--- config.mk ---
export PLATFORM = sky130hd
export DESIGN_NAME = an_link_supervisor
export DESIGN_NICKNAME = d
export VERILOG_FILES = /design/src/rtl/an_sup_pkg.sv /design/src/rtl/an_sup_ctrl.sv /design/src/rtl/an_sup_dp.sv /design/src/rtl/an_link_supervisor.sv
export SDC_FILE = /design/constraint.sdc
export NUM_CORES = 1
export LEC_CHECK = 0
export BUFFER_PORTS_ARGS = -buffer_cell sky130_fd_sc_hd__buf_4
export CORE_ASPECT_RATIO = 0.5
export CORE_MARGIN = 5
export CORE_UTILIZATION = 30
export DETAILED_ROUTE_END_ITERATION = 6
export GPL_TIMING_DRIVEN = 0
export SYNTH_ARGS = -nofsm -noshare
export SYNTH_HDL_FRONTEND = slang
export SYNTH_SLANG_ARGS = --single-unit
--- constraint.sdc ---
create_clock -name clk -period 2.06 [get_ports clk]
set_input_delay 0.412 -clock clk [delete_from_list [all_inputs] [get_ports clk]]
set_output_delay 0.412 -clock clk [all_outputs]
set_load 0.05 [all_outputs]
--- src/rtl/an_sup_pkg.sv ---
package an_sup_pkg;

  typedef struct packed {
    logic restart;
    logic holdPd;
    logic disableAn;
    logic grantAn;
    logic countDown;
    logic startWait;
    logic pdGrant;
    logic noSignal;
    logic linkDown;
  } supStrobes_t;

  // {symmetric, asymmetric} from the TX/RX flow-control requests
  function automatic logic [1:0] pauseEncode(input logic tx, input logic rx);
    logic [1:0] enc;
    if (tx && rx)  enc = 2'b10;
    else if (tx)   enc = 2'b01;
    else if (rx)   enc = 2'b11;
    else           enc = 2'b00;
    return enc;
  endfunction

endpackage

--- src/rtl/an_sup_ctrl.sv ---
module an_sup_ctrl
  import an_sup_pkg::*;
#(
  parameter int WAIT_CYC = 3
) (
  input  logic        clk,
  input  logic        rstN,
  input  logic        pollTick,
  input  logic        anEnable,
  input  logic        pcsSync,
  input  logic        sigDetect,
  input  logic        cfgRcvd,
  input  logic        anDone,
  input  logic        ctrlMatch,
  input  logic        cntZero,
  input  logic        pdFlag,
  output supStrobes_t strb
);
  localparam int WAIT_W = (WAIT_CYC > 1) ? $clog2(WAIT_CYC) : 1;

  typedef enum logic {ST_IDLE, ST_WAIT} supState_t;
  supState_t state;
  logic [WAIT_W-1:0] waitCnt;

  always_comb begin
    strb = '0;
    if (state == ST_WAIT) begin
      if (waitCnt == '0) begin
        if (pcsSync && !cfgRcvd) strb.pdGrant = 1'b1;
        else                     strb.restart = 1'b1;
      end
    end else if (pollTick) begin
      if (!anEnable) begin
        strb.disableAn = 1'b1;
      end else if (!ctrlMatch) begin
        if (pdFlag && !cntZero && pcsSync && !cfgRcvd) strb.holdPd  = 1'b1;
        else                                           strb.restart = 1'b1;
      end else if (pcsSync || sigDetect) begin
        if (anDone && pcsSync) strb.grantAn   = 1'b1;
        else if (!anDone)      begin
          if (cntZero) strb.startWait = 1'b1;
          else         strb.countDown = 1'b1;
        end else               strb.linkDown  = 1'b1;
      end else begin
        strb.noSignal = 1'b1;
      end
    end
  end

  always_ff @(posedge clk or negedge rstN) begin
    if (!rstN) begin
      state   <= ST_IDLE;
      waitCnt <= '0;
    end else if (strb.startWait) begin
      state   <= ST_WAIT;
      waitCnt <= WAIT_W'(WAIT_CYC - 1);
    end else if (state == ST_WAIT) begin
      if (waitCnt == '0) state <= ST_IDLE;
      else               waitCnt <= waitCnt - WAIT_W'(1);
    end
  end

  // a single action per cycle, so a strobe during the wait cannot add one
  a_r11_one_action: assert property (@(posedge clk) disable iff (!rstN)
    $onehot0(strb));

  // the wait window never exceeds its configured length
  a_r7_wait_bound: assert property (@(posedge clk) disable iff (!rstN)
    (state == ST_WAIT) |-> (waitCnt <= WAIT_W'(WAIT_CYC - 1)));

endmodule

--- src/rtl/an_sup_dp.sv ---
module an_sup_dp
  import an_sup_pkg::*;
#(
  parameter int AN_TO = 8,
  parameter int PD_TO = 4
) (
  input  logic        clk,
  input  logic        rstN,
  input  supStrobes_t strb,
  input  logic        anEnable,
  input  logic        fcTx,
  input  logic        fcRx,
  input  logic        pcsSync,
  input  logic        lpPause,
  input  logic        lpAsym,
  output logic [2:0]  engCtrl,
  output logic        softReset,
  output logic        linkUp,
  output logic [1:0]  advLocal,
  output logic [1:0]  advPartner,
  output logic        ctrlMatch,
  output logic        cntZero,
  output logic        pdFlag
);
  localparam int CNT_MAX = (AN_TO > PD_TO) ? AN_TO : PD_TO;
  localparam int CNT_W   = $clog2(CNT_MAX + 1);

  logic [CNT_W-1:0] cnt;
  logic [2:0]       wantCtrl;
  logic             linkNext;

  assign wantCtrl  = anEnable ? {1'b1, pauseEncode(fcTx, fcRx)} : 3'b000;
  assign ctrlMatch = (engCtrl == wantCtrl);
  assign cntZero   = (cnt == '0);

  always_comb begin
    linkNext = linkUp;
    if (strb.disableAn)                        linkNext = pcsSync;
    else if (strb.holdPd || strb.grantAn || strb.pdGrant) linkNext = 1'b1;
    else if (strb != '0)                       linkNext = 1'b0;
  end

  always_ff @(posedge clk or negedge rstN) begin
    if (!rstN) begin
      engCtrl    <= '0;
      softReset  <= 1'b0;
      linkUp     <= 1'b0;
      advLocal   <= '0;
      advPartner <= '0;
      cnt        <= '0;
      pdFlag     <= 1'b0;
    end else begin
      softReset <= 1'b0;
      linkUp    <= linkNext;
      if (strb != '0) begin
        advLocal   <= '0;
        advPartner <= '0;
      end
      if (strb.restart) begin
        engCtrl   <= wantCtrl;
        softReset <= 1'b1;
        cnt       <= CNT_W'(AN_TO);
      end
      if (strb.disableAn || strb.startWait) engCtrl <= 3'b000;
      if (strb.holdPd || strb.countDown)    cnt <= cnt - CNT_W'(1);
      if (strb.noSignal)                    cnt <= CNT_W'(AN_TO);
      if (strb.grantAn) begin
        cnt        <= '0;
        advLocal   <= engCtrl[1:0];
        advPartner <= {lpPause, lpAsym};
      end
      if (strb.pdGrant) begin
        cnt    <= CNT_W'(PD_TO);
        pdFlag <= 1'b1;
      end else if (strb.restart || strb.grantAn || strb.noSignal || !linkNext) begin
        pdFlag <= 1'b0;
      end
    end
  end

  // a soft-reset pulse comes with a fresh AN timeout and a dropped link
  a_r4_restart_loads: assert property (@(posedge clk) disable iff (!rstN)
    softReset |-> (cnt == CNT_W'(AN_TO) && !pdFlag && !linkUp));

  // a parallel-detect flag never outlives the link
  a_r10_pd_needs_link: assert property (@(posedge clk) disable iff (!rstN)
    pdFlag |-> linkUp);

  // resolved pause bits appear only on a live link
  a_r5_adv_with_link: assert property (@(posedge clk) disable iff (!rstN)
    ((advLocal != 2'b00) || (advPartner != 2'b00)) |-> linkUp);

  // the counter stays within the larger timeout
  a_r6_cnt_range: assert property (@(posedge clk) disable iff (!rstN)
    cnt <= CNT_W'(CNT_MAX));

endmodule

--- src/rtl/an_link_supervisor.sv ---
module an_link_supervisor
  import an_sup_pkg::*;
#(
  parameter int AN_TO    = 8,
  parameter int PD_TO    = 4,
  parameter int WAIT_CYC = 3
) (
  input  logic       clk,
  input  logic       rstN,
  input  logic       pollTick,
  input  logic       pcsSync,
  input  logic       sigDetect,
  input  logic       cfgRcvd,
  input  logic       anDone,
  input  logic       lpPause,
  input  logic       lpAsym,
  input  logic       anEnable,
  input  logic       fcTx,
  input  logic       fcRx,
  output logic       engAnOn,
  output logic       engPause,
  output logic       engAsym,
  output logic       softReset,
  output logic       linkUp,
  output logic [1:0] advLocal,
  output logic [1:0] advPartner
);
  supStrobes_t strb;
  logic [2:0]  engCtrl;
  logic        ctrlMatch, cntZero, pdFlag;

  an_sup_ctrl #(.WAIT_CYC(WAIT_CYC)) uCtrl (
    .clk(clk), .rstN(rstN), .pollTick(pollTick), .anEnable(anEnable),
    .pcsSync(pcsSync), .sigDetect(sigDetect), .cfgRcvd(cfgRcvd),
    .anDone(anDone), .ctrlMatch(ctrlMatch), .cntZero(cntZero),
    .pdFlag(pdFlag), .strb(strb)
  );

  an_sup_dp #(.AN_TO(AN_TO), .PD_TO(PD_TO)) uDp (
    .clk(clk), .rstN(rstN), .strb(strb), .anEnable(anEnable),
    .fcTx(fcTx), .fcRx(fcRx), .pcsSync(pcsSync), .lpPause(lpPause),
    .lpAsym(lpAsym), .engCtrl(engCtrl), .softReset(softReset),
    .linkUp(linkUp), .advLocal(advLocal), .advPartner(advPartner),
    .ctrlMatch(ctrlMatch), .cntZero(cntZero), .pdFlag(pdFlag)
  );

  assign {engAnOn, engPause, engAsym} = engCtrl;

  // a poll with negotiation unwanted leaves the engine's negotiation off
  a_r2_disable_off: assert property (@(posedge clk) disable iff (!rstN)
    (pollTick && !anEnable && !strb.restart && !strb.pdGrant) |=> !engAnOn);

endmodule

# ---- Yosys cells after proc, flatten, opt, wreduce, memory -nomap -nowiden
# Cells that the tools add are included.
dict set report totals {
  output_inout_bits 9
  regBits 17
  word_cells 94
  inputBits 12
}
dict set report op_classes {
  n_mux 55
  n_reduce_logical 26
  eq_ne 2
  addsub 2
}
# operator count
set op_table {}
lappend op_table {{2-bit 2-to-1 mux} 17}
lappend op_table {{1-bit 2-to-1 mux} 25}
lappend op_table {{4-bit 2-to-1 mux} 5}
lappend op_table {{3-bit 2-to-1 mux} 6}
lappend op_table {{9-bit nonzero test} 1}
lappend op_table {{1-bit logical OR} 8}
lappend op_table {{2-bit nonzero test} 4}
lappend op_table {{1-bit logical AND} 6}
lappend op_table {{6-bit 2-to-1 mux} 1}
lappend op_table {{5-bit 2-to-1 mux} 1}
lappend op_table {{5-bit nonzero test} 1}
lappend op_table {{4-bit zero test} 1}
lappend op_table {{4-bit by 1-bit subtractor with 4-bit output, second input constant} 1}
lappend op_table {{3-bit == test} 1}
lappend op_table {{1-bit zero test} 3}
lappend op_table {{2-bit zero test} 1}
lappend op_table {{2-bit by 1-bit != test with 1-bit output, second input constant} 1}
lappend op_table {{2-bit AND reduction} 1}
lappend op_table {{2-bit by 1-bit subtractor with 2-bit output, second input constant} 1}

# ---- Logic depth before layout (Yosys ltp)
# Gate-level depths: netlist of run 1.
dict set report logic_depth {
  word_depth 18
  mapped_depth 7
  ltp_nobuf 7
}

# ---- Cells and area by module
# A second synthesis of run 1 with hierarchy kept.
dict set report hier_totals {
  hier_cells 98
  area_unflattened_um2 1027.2
}
# mod n_inst cells_per_inst area_per_inst_um2 seq_area_each_um2
set by_module_without_submodules {}
lappend by_module_without_submodules {an_sup_dp 1 67 733.2 350.3}
lappend by_module_without_submodules {an_sup_ctrl 1 31 294.0 75.1}

# ---- Worst setup path before layout of run 1
# OpenSTA, ideal clock, no wires.
dict set report synth_path {
  path_kind {register to register}
  start {register uDp.engCtrl[0]}
  end {register uDp.cnt[0]}
  path_stages_with_launch 6
  required_time_ns 1.966
  n_path_buf 0
  t_arrival_ns 1.971
  synth_period_minus_slack_ns 2.065
  setup_ns 0.094
  setup_slack_ns -0.005
  path_cell_list {dfrtp_1 -> xnor2_2 -> mux2_2 -> mux2i_2 -> or3_1 -> a211oi_1}
}
dict set report synth_via {
  elab_chain_len 10
  word_cells_on_any_way 18
  cone_classes {eq/ne: 1; mux: 15; reduce/logical: 2}
}
# element line_no
set synth_rtl {}
lappend synth_rtl {{from (decl)} an_sup_dp.sv:16} ;# output logic [2:0] engCtrl,
lappend synth_rtl {{from (signal assigned)} an_sup_dp.sv:60} ;# engCtrl <= wantCtrl;
lappend synth_rtl {{3-bit == test *} an_sup_dp.sv:33} ;# assign ctrlMatch = (engCtrl == wantCtrl);
lappend synth_rtl {{2-bit 2-to-1 mux or 3-bit 2-to-1 mux (tied branches)} an_sup_ctrl.sv:35} ;# end else if (!ctrlMatch) begin
lappend synth_rtl {{2-bit 2-to-1 mux or 3-bit 2-to-1 mux (tied branches)} an_sup_ctrl.sv:33} ;# if (!anEnable) begin
lappend synth_rtl {{6-bit 2-to-1 mux} an_sup_ctrl.sv:32} ;# end else if (pollTick) begin
lappend synth_rtl {{5-bit 2-to-1 mux} an_sup_ctrl.sv:27} ;# if (state == ST_WAIT) begin
lappend synth_rtl {{1-bit logical OR} an_sup_dp.sv:65} ;# if (strb.holdPd || strb.countDown) cnt <= cnt - CNT_W'(1);
lappend synth_rtl {{4-bit 2-to-1 mux} an_sup_dp.sv:65}
lappend synth_rtl {{4-bit 2-to-1 mux} an_sup_dp.sv:66} ;# if (strb.noSignal) cnt <= CNT_W'(AN_TO);
lappend synth_rtl {{4-bit 2-to-1 mux} an_sup_dp.sv:67} ;# if (strb.grantAn) begin
lappend synth_rtl {{4-bit 2-to-1 mux} an_sup_dp.sv:72} ;# if (strb.pdGrant) begin
lappend synth_rtl {{to (signal assigned)} an_sup_dp.sv:65}
lappend synth_rtl {{to (signal assigned)} an_sup_dp.sv:66}
lappend synth_rtl {{to (signal assigned)} an_sup_dp.sv:73} ;# cnt <= CNT_W'(PD_TO);
lappend synth_rtl {{to (decl)} an_sup_dp.sv:28} ;# logic [CNT_W-1:0] cnt;
# Every way passes the cells marked *; elsewhere a longest branch is shown, timed or not.
# A chain may end at the register's enable or synchronous reset.

# ---- Worst setup path after layout of run 1
dict set report layout_path {
  start {register uDp.cnt[1]}
  end {register uDp.engCtrl[1]}
}
dict set report layout_via {
  elab_chain_len 11
  word_cells_on_any_way 20
  cone_classes {mux: 13; reduce/logical: 7}
}
# element line_no
set layout_rtl {}
lappend layout_rtl {{from (signal assigned)} an_sup_dp.sv:62} ;# cnt <= CNT_W'(AN_TO);
lappend layout_rtl {{from (signal assigned)} an_sup_dp.sv:65}
lappend layout_rtl {{from (signal assigned)} an_sup_dp.sv:66}
lappend layout_rtl {{4-bit zero test *} an_sup_dp.sv:34} ;# assign cntZero = (cnt == '0);
lappend layout_rtl {{1-bit 2-to-1 mux or 1-bit zero test (tied branches)} {an_sup_ctrl.sv:41, an_sup_ctrl.sv:36}}
lappend layout_rtl {{2-bit 2-to-1 mux or 1-bit logical AND (tied branches)} {an_sup_ctrl.sv:40, an_sup_ctrl.sv:36}}
lappend layout_rtl {{2-bit 2-to-1 mux or 1-bit logical AND (tied branches)} {an_sup_ctrl.sv:39, an_sup_ctrl.sv:36}}
lappend layout_rtl {{3-bit 2-to-1 mux or 1-bit logical AND (tied branches)} {an_sup_ctrl.sv:38, an_sup_ctrl.sv:36}}
lappend layout_rtl {{3-bit 2-to-1 mux or 1-bit 2-to-1 mux (tied branches)} {an_sup_ctrl.sv:35, an_sup_ctrl.sv:36}}
lappend layout_rtl {{3-bit 2-to-1 mux or 2-bit 2-to-1 mux (tied branches)} {an_sup_ctrl.sv:33, an_sup_ctrl.sv:35}}
lappend layout_rtl {{6-bit 2-to-1 mux *} an_sup_ctrl.sv:32}
lappend layout_rtl {{5-bit 2-to-1 mux or 6-bit 2-to-1 mux (tied branches)} {an_sup_ctrl.sv:27, an_sup_ctrl.sv:32}}
lappend layout_rtl {{1-bit logical OR or 1-bit 2-to-1 mux (tied branches)} {an_sup_dp.sv:64, an_sup_ctrl.sv:27}}
lappend layout_rtl {{3-bit 2-to-1 mux or 2-bit nonzero test (tied branches)} -}
# Marked as above.

==> impl_results.md, run 1 <==
* Via count of the first global-routing pass at 854
* Worst hold path class: primary input to async pin
* Width of the die at 91.5 um
* GRT Overall Usage at 10.8%
* Fin crit period at 1.99 ns
* Nets at around 150
* Worst endpoint required time at approximately 2.2 ns
* TritonCTS Buffers at 3
* Storage element area at 427 um2
* GRT overflow at 0
* Final std cells w/o fill at 170
* Synth warn at 0
* Avg Vias per Cell at 5.24
* DIE HEIGHT at 50.7 um
* Status: finished clean
* Area taken by multi-input logic gates at between 500 and 600 um2
* Hold WS at between 0.02 and 0.025 ns
* Sequential area share after synthesis at 42.7%
* Die ar. at between 0.004 and 0.005 mm2
* CP Depth at 6
* Initial Utilization at 32.1%
* Reg clk slew, reported paths at 0.06 ns
* Hold-fix buffers, CTS at 0
* Ratio of cells with drive above 1 in the final layout at 30.8%
* DRT antenna net count at 0
* # setup viols final at 0
* Crit path max-delay family: simple AND/OR/NAND/NOR gates
* Latest clock arrival within the worst-skew pair at 0.25 ns
* Synthesized Nets at 118
* Final hold viol count at 0
* Post-synth cell types at 39
* CP Capture Type: flop
* MaxCap Viol Count at 0
* Setup TNS at 0 ns
* Unrepaired setup endpoints after global routing: yes
* I/O pins at 21
* Clock Path Buffers at 2
* CTS tree: yes
* Setup crit start kind: flop
* Post-Syn Area per Cell at 9.58 um2
* Fillers at 319
* CORE AREA at 0.00310 mm2
* WP data arrival at roughly 2.1 ns
* Port Buffers at 20
* Crit path largest cell delay at 0.58 ns
* Worst-path maximum fanout at 6
* Fmax at 0.502 GHz
* Critical path class: flop to flop
* Largest net degree at the start of global routing at 18
* DR vias at 890
* Area grow syn2layout at 28.9%
* Final HPWL DP at 1.80 mm
* Number of detailed-routing iterations run before antenna repair at 4
* Slew Limit Headroom at 70.0%
* Pwr dens at 661 mW/mm2
* Tot Pwr at 849 uW
* Skew final at 0.00209 ns
* GP Congestion at 0.826
* CP max-delay cell: or4_4
* Root Buffer: clkbuf_8
* WL/cell at 14.3 um
* DRT Wirelength at approximately 2.4 mm
* Initial antenna violation count at 0
* R2R depth at 6
* Maximum vdd drop at 0.000272 V
* Fin. max-slew vios at 0
* DRT iter0 DRCs at 81
* Leakage at 0.596 nW
* H-Tree Level Count at 1
* Placed Cells at 164
* Mapped Cells at 104
* Post-Syn Area at 996 um2
* DRC errors left at 0
* #FFs+latches synth at 17
* Worst slew pin tran at about 0.44 ns
* CP Cell Sequence: inv_1, ha_2, or3b_4, or4_4, a21oi_2, o32ai_1
* Sink Count at 17
* First-pass GRT wire length at between 3 and 4 mm
* Final worst-path cycle share at 96.8%
* FP Rows at 14
* Post-Place Cell Area at 0.00120 mm2
* Buf/Inv on CP at 1
* Cell area after layout at 0.00128 mm2
* Diodes inserted at 0
cells in the mapped netlist:
| library cell | number | share of area [%] |
|---|---|---|
| o32ai_1 | 1 | 0.88 |
| inv_1 | 6 | 2.3 |
| a211oi_1 | 4 | 3.0 |
| nor3b_1 | 1 | 0.75 |
| nand2_1 | 11 | 4.1 |
| a21oi_1 | 2 | 1.0 |
| o221a_2 | 1 | 1.1 |
| ha_1 | 2 | 2.5 |
| mux2_2 | 1 | 1.1 |
| or2_2 | 2 | 1.3 |
| a21oi_2 | 1 | 0.88 |
| mux2i_1 | 3 | 3.0 |
| clkbuf_1 | 1 | 0.38 |
| o21bai_1 | 1 | 0.75 |
| o211ai_1 | 1 | 0.75 |
| nor2b_1 | 6 | 3.8 |
| or3b_2 | 1 | 0.88 |
| nand2b_1 | 4 | 2.5 |
| o31ai_1 | 2 | 1.5 |
| xor2_1 | 1 | 0.88 |
| xnor2_2 | 1 | 1.6 |
| buf_2 | 1 | 0.50 |
| nor3_1 | 3 | 1.5 |
| a2111oi_2 | 1 | 1.5 |
| or4_1 | 1 | 0.75 |
| a31oi_1 | 4 | 2.5 |
| a22o_1 | 4 | 3.5 |
| a211o_1 | 1 | 0.88 |
| and3_1 | 3 | 1.9 |
| or3_1 | 1 | 0.63 |
| dfrtp_1 | 17 | 43 |
| o21ai_0 | 1 | 0.50 |
| nor2_1 | 6 | 2.3 |
| nand3b_1 | 1 | 0.75 |
| o21ai_1 | 2 | 1.0 |
| o2111ai_1 | 1 | 0.88 |
| a21o_1 | 1 | 0.75 |
| nand3_1 | 2 | 1.0 |
| mux2i_2 | 1 | 1.4 |
power by group:
group          internal (mW)  switching (mW)
clock                  0.137           0.109
sequential             0.356          0.0215
combinational         0.0948           0.131
area by class of cell:
class / instances / share of cell area (%)
Buffer: 1 / 0.292
Timing Repair Buffer: 23 / 13.5
Inverter: 6 / 1.75
Clock buffer: 4 / 3.51
Multi-Input combinational cell: 79 / 43.9
Sequential cell: 17 / 33.2
Tap cell: 40 / 3.90
final timing paths:
| kind | startpoint | to | slack (ns) |
|---|---|---|---|
| min in group clk | lpAsym | uDp.advPartner[0] | 0.38 |
| setup reg to reg | uDp.cnt[1] | uDp.engCtrl[1] | 0.07 |
| hold / removal | rstN | uCtrl.state | 0.02 |
| max in group asynchronous | rstN | uDp.engCtrl[0] | 1.83 |
| setup / recovery | uDp.cnt[1] | uDp.engCtrl[1] | 0.07 |
| hold reg to reg | uCtrl.waitCnt[0] | uCtrl.waitCnt[0] | 0.49 |
through the flow:
step / utilization [%] / setup WS, ns
final: 41.4 / 0.0668
after global placement: 38.6 / -0.130
after global routing: 41.4 / -0.0663
after detailed placement: 38.6 / -0.121
after floorplan: - / 0.0151
after CTS: 40.8 / 0.0128
registers in the layout, indices dropped and copies added (netlist names):
| name | count |
|---|---|
| uDp.cnt | 4 |
| uDp.engCtrl | 3 |
| uDp.advPartner | 2 |
| uCtrl.state | 1 |
| uDp.pdFlag | 1 |
| uDp.softReset | 1 |
| uDp.advLocal | 2 |
| uCtrl.waitCnt | 2 |
| uDp.linkUp | 1 |
cell usage in the layout (no fill, tap or decap), drive strengths merged, types with 2 or more instances in the layout:
cell type / n
ha: 2
mux2i: 4
a21oi: 3
a211oi: 4
or2: 2
nor2: 6
o31ai: 2
buf: 23
nand2: 11
a22o: 4
nor2b: 6
nor3: 3
nand2b: 4
o21ai: 3
clkbuf: 5
inv: 6
a31oi: 4
nand3: 2
dfrtp: 17
and3: 3
cell families (layout without fill, tap and decap cells):
kind of cell,count (synthesis),in the layout,share of synthesized area [%]
xor+xnor,2,2,2.51
buf+inv,8,34,3.14
mux,5,5,5.53
simple gates,42,42,22.1
compound gates,28,28,21.5
fa+ha+maj,2,2,2.51
flops,17,17,42.7
timing repair:
action	in CTS	in global routing
buffers inserted	1	2
pin swaps	0	1
resized for setup	5	3
setup endpoints to repair	7	5
per-layer routing:
layer / vias to the layer above / part of all wire, % / track usage (%) / wire [um]
met4: 0 / 2.3 / 4.25 / 56
met3: 6 / 4.0 / 3.43 / 98
met5: - / 0 / 0 / 0
met1: 425 / 46 / 14.5 / 1120
met2: 26 / 48 / 16.2 / 1160
li1: 433 / - / - / -
Note: power is estimated with default switching activity, not from simulation.
==> run 2, diff against run 1 <==
--- a/config.mk
+++ b/config.mk
@@ -11,6 +11,7 @@
 export CORE_UTILIZATION = 30
 export DETAILED_ROUTE_END_ITERATION = 6
 export GPL_TIMING_DRIVEN = 0
+export RECOVER_POWER = 50
 export SYNTH_ARGS = -nofsm -noshare
 export SYNTH_HDL_FRONTEND = slang
 export SYNTH_SLANG_ARGS = --single-unit
==> run 2 against run 1 <==
Effect of this change: cell area is 1.2% lower; hold slack improved by 0.28 ns; clock power is essentially flat; highest routed layer unchanged; sequential power is essentially flat.
==> impl_results.md, run 2 (synthesis gave the netlist of run 1 again) <==
* CP Capture Type: flop
* Tot Pwr at 845 uW
* WL/cell at 14.3 um
* First-pass GRT wire length at 3.99 mm
* Fin crit period at 1.99 ns
* Final hold viol count at 0
* GP Congestion at 0.826
* CORE AREA at ~0.0031 mm2
* Slew Limit Headroom at 34.9%
* Final HPWL DP at 1.80 mm
* H-Tree Level Count at 1
* Setup crit start kind: flop
* Final WS setup at approximately 0.066 ns
* Fmax at around 0.50 GHz
* Hold WS at 0.299 ns
* CTS tree: yes
* GRT Overall Usage at 10.8%
* Final core utilization at 40.9%
* MaxCap Viol Count at 0
* Root Buffer: clkbuf_8
* Worst-path maximum fanout at 6
* Maximum vdd drop at 0.000271 V
* Leakage at 0.580 nW
* Skew final at 0.00173 ns
* Clock Path Buffers at 2
* DRT iter0 DRCs at 81
* Nets at 145
* Setup TNS at 0 ns
* DRC errors left at 0
* Width of the die at ~91 um
* FP Rows at 14
* Most common cell after layout, fill and taps aside: buf_4
* Post-Place Setup Slack at -0.121 ns
* Die ar. at 0.00464 mm2
* Final std cells w/o fill at 170
* I/O pins at 21
* Max reg flops at 4
* Latest clock arrival within the worst-skew pair at between 0.2 and 0.3 ns
* Ratio of cells with drive above 1 in the final layout at 27.7%
* Number of detailed-routing iterations run before antenna repair at 4
* Reg with most FFs: uDp.cnt
* Biggest regs: uDp.cnt x4, uDp.engCtrl x3
* DRT antenna net count at 0
* Reg2reg end: uDp.engCtrl[1]
* R2R depth at 6
* Avg Vias per Cell at ~5.2
* Area grow syn2layout at 27.4%
* Sink Count at 17
* Initial Utilization at 32.1%
* DIE HEIGHT at 50.7 um
* # setup viols final at 0
* Worst hold path class: primary input to async pin
* Most frequent cells in the layout: 19 x buf_4, 16 x dfrtp_1, 11 x nand2_1
* Largest net degree at the start of global routing at 18
* Cell area after layout at 0.00127 mm2
* Unrepaired setup endpoints after global routing: yes
* Fin. max-slew vios at 0
* Final worst-path cycle share at 96.8%
* GRT overflow at 0
* Reg clk slew, reported paths at 0.06 ns
* Worst r2r src: uDp.cnt[1]
* Worst endpoint required time at between 2 and 2.5 ns
* Status: finished clean
* Initial antenna violation count at 0
* Worst slew pin tran at between 0.9 and 1 ns
* DR vias at 891
* WP data arrival at ~2.1 ns
* Port Buffers at 20
* DRT Wirelength at 2.43 mm
* Hold-fix buffers, CTS at 0
* Critical path class: flop to flop
* Post-Place Cell Area at approximately 0.0012 mm2
* Via count of the first global-routing pass at 854
* Diodes inserted at 0
* Fillers at 321
* TritonCTS Buffers at 3
* Placed Cells at 164
* Pwr dens at 666 mW/mm2
* R2R setup slack at 0.07 ns
run 2: worst max-delay path by stage:
stage          slack, ns            from  cells past startpoint        endpoint
2_1_floorplan       0.02  uDp.engCtrl[2]                      6  uDp.engCtrl[1]
3_3_place_gp       -0.13      uDp.cnt[0]                      7  uDp.engCtrl[1]
3_5_place_dp       -0.12      uDp.cnt[0]                      7  uDp.engCtrl[1]
4_1_cts             0.01      uDp.cnt[0]                      7  uDp.engCtrl[1]
5_1_grt            -0.07      uDp.cnt[1]                      7      uDp.cnt[3]
6_report            0.07      uDp.cnt[1]                      6  uDp.engCtrl[1]
run 2: power breakdown:
part           switching [mW]  total, mW  internal (mW)
registers              0.0215      0.377          0.356
clock network           0.108      0.245          0.137
logic                   0.131      0.224         0.0924
run 2: timing repair:
action,in CTS,in global routing
endpoints found under the setup margin,7,5
gates resized for setup,5,3
pin swaps,0,1
hold endpoints to repair,0,0
setup buffers,1,2
gates cloned,0,0
run 2: final cells by class:
type | instances | area, um2 | area share, %
buffer | 1 | 3.75 | 0.296
inverter | 6 | 22.5 | 1.78
multi-input combinational | 79 | 563 | 44.4
timing repair buffer | 23 | 158 | 12.4
sequential | 17 | 427 | 33.6
tap | 40 | 50.0 | 3.94
clock buffer | 4 | 45.0 | 3.55
run 2: routing by layer:
metal	vias to the layer above	share of wire (%)	GRT usage (%)
li1	433	-	-
met2	26	47	16.2
met1	426	46	14.5
met3	6	4.0	3.43
met5	-	0	0
met4	0	2.3	4.25
run 2: critical path, stage by stage, from the launching register on:
cell     delay (ns)
dfrtp_1        0.40
inv_1          0.07
ha_2           0.17
or3b_4         0.41
or4_4          0.58
a21oi_2        0.16
o32ai_1        0.08
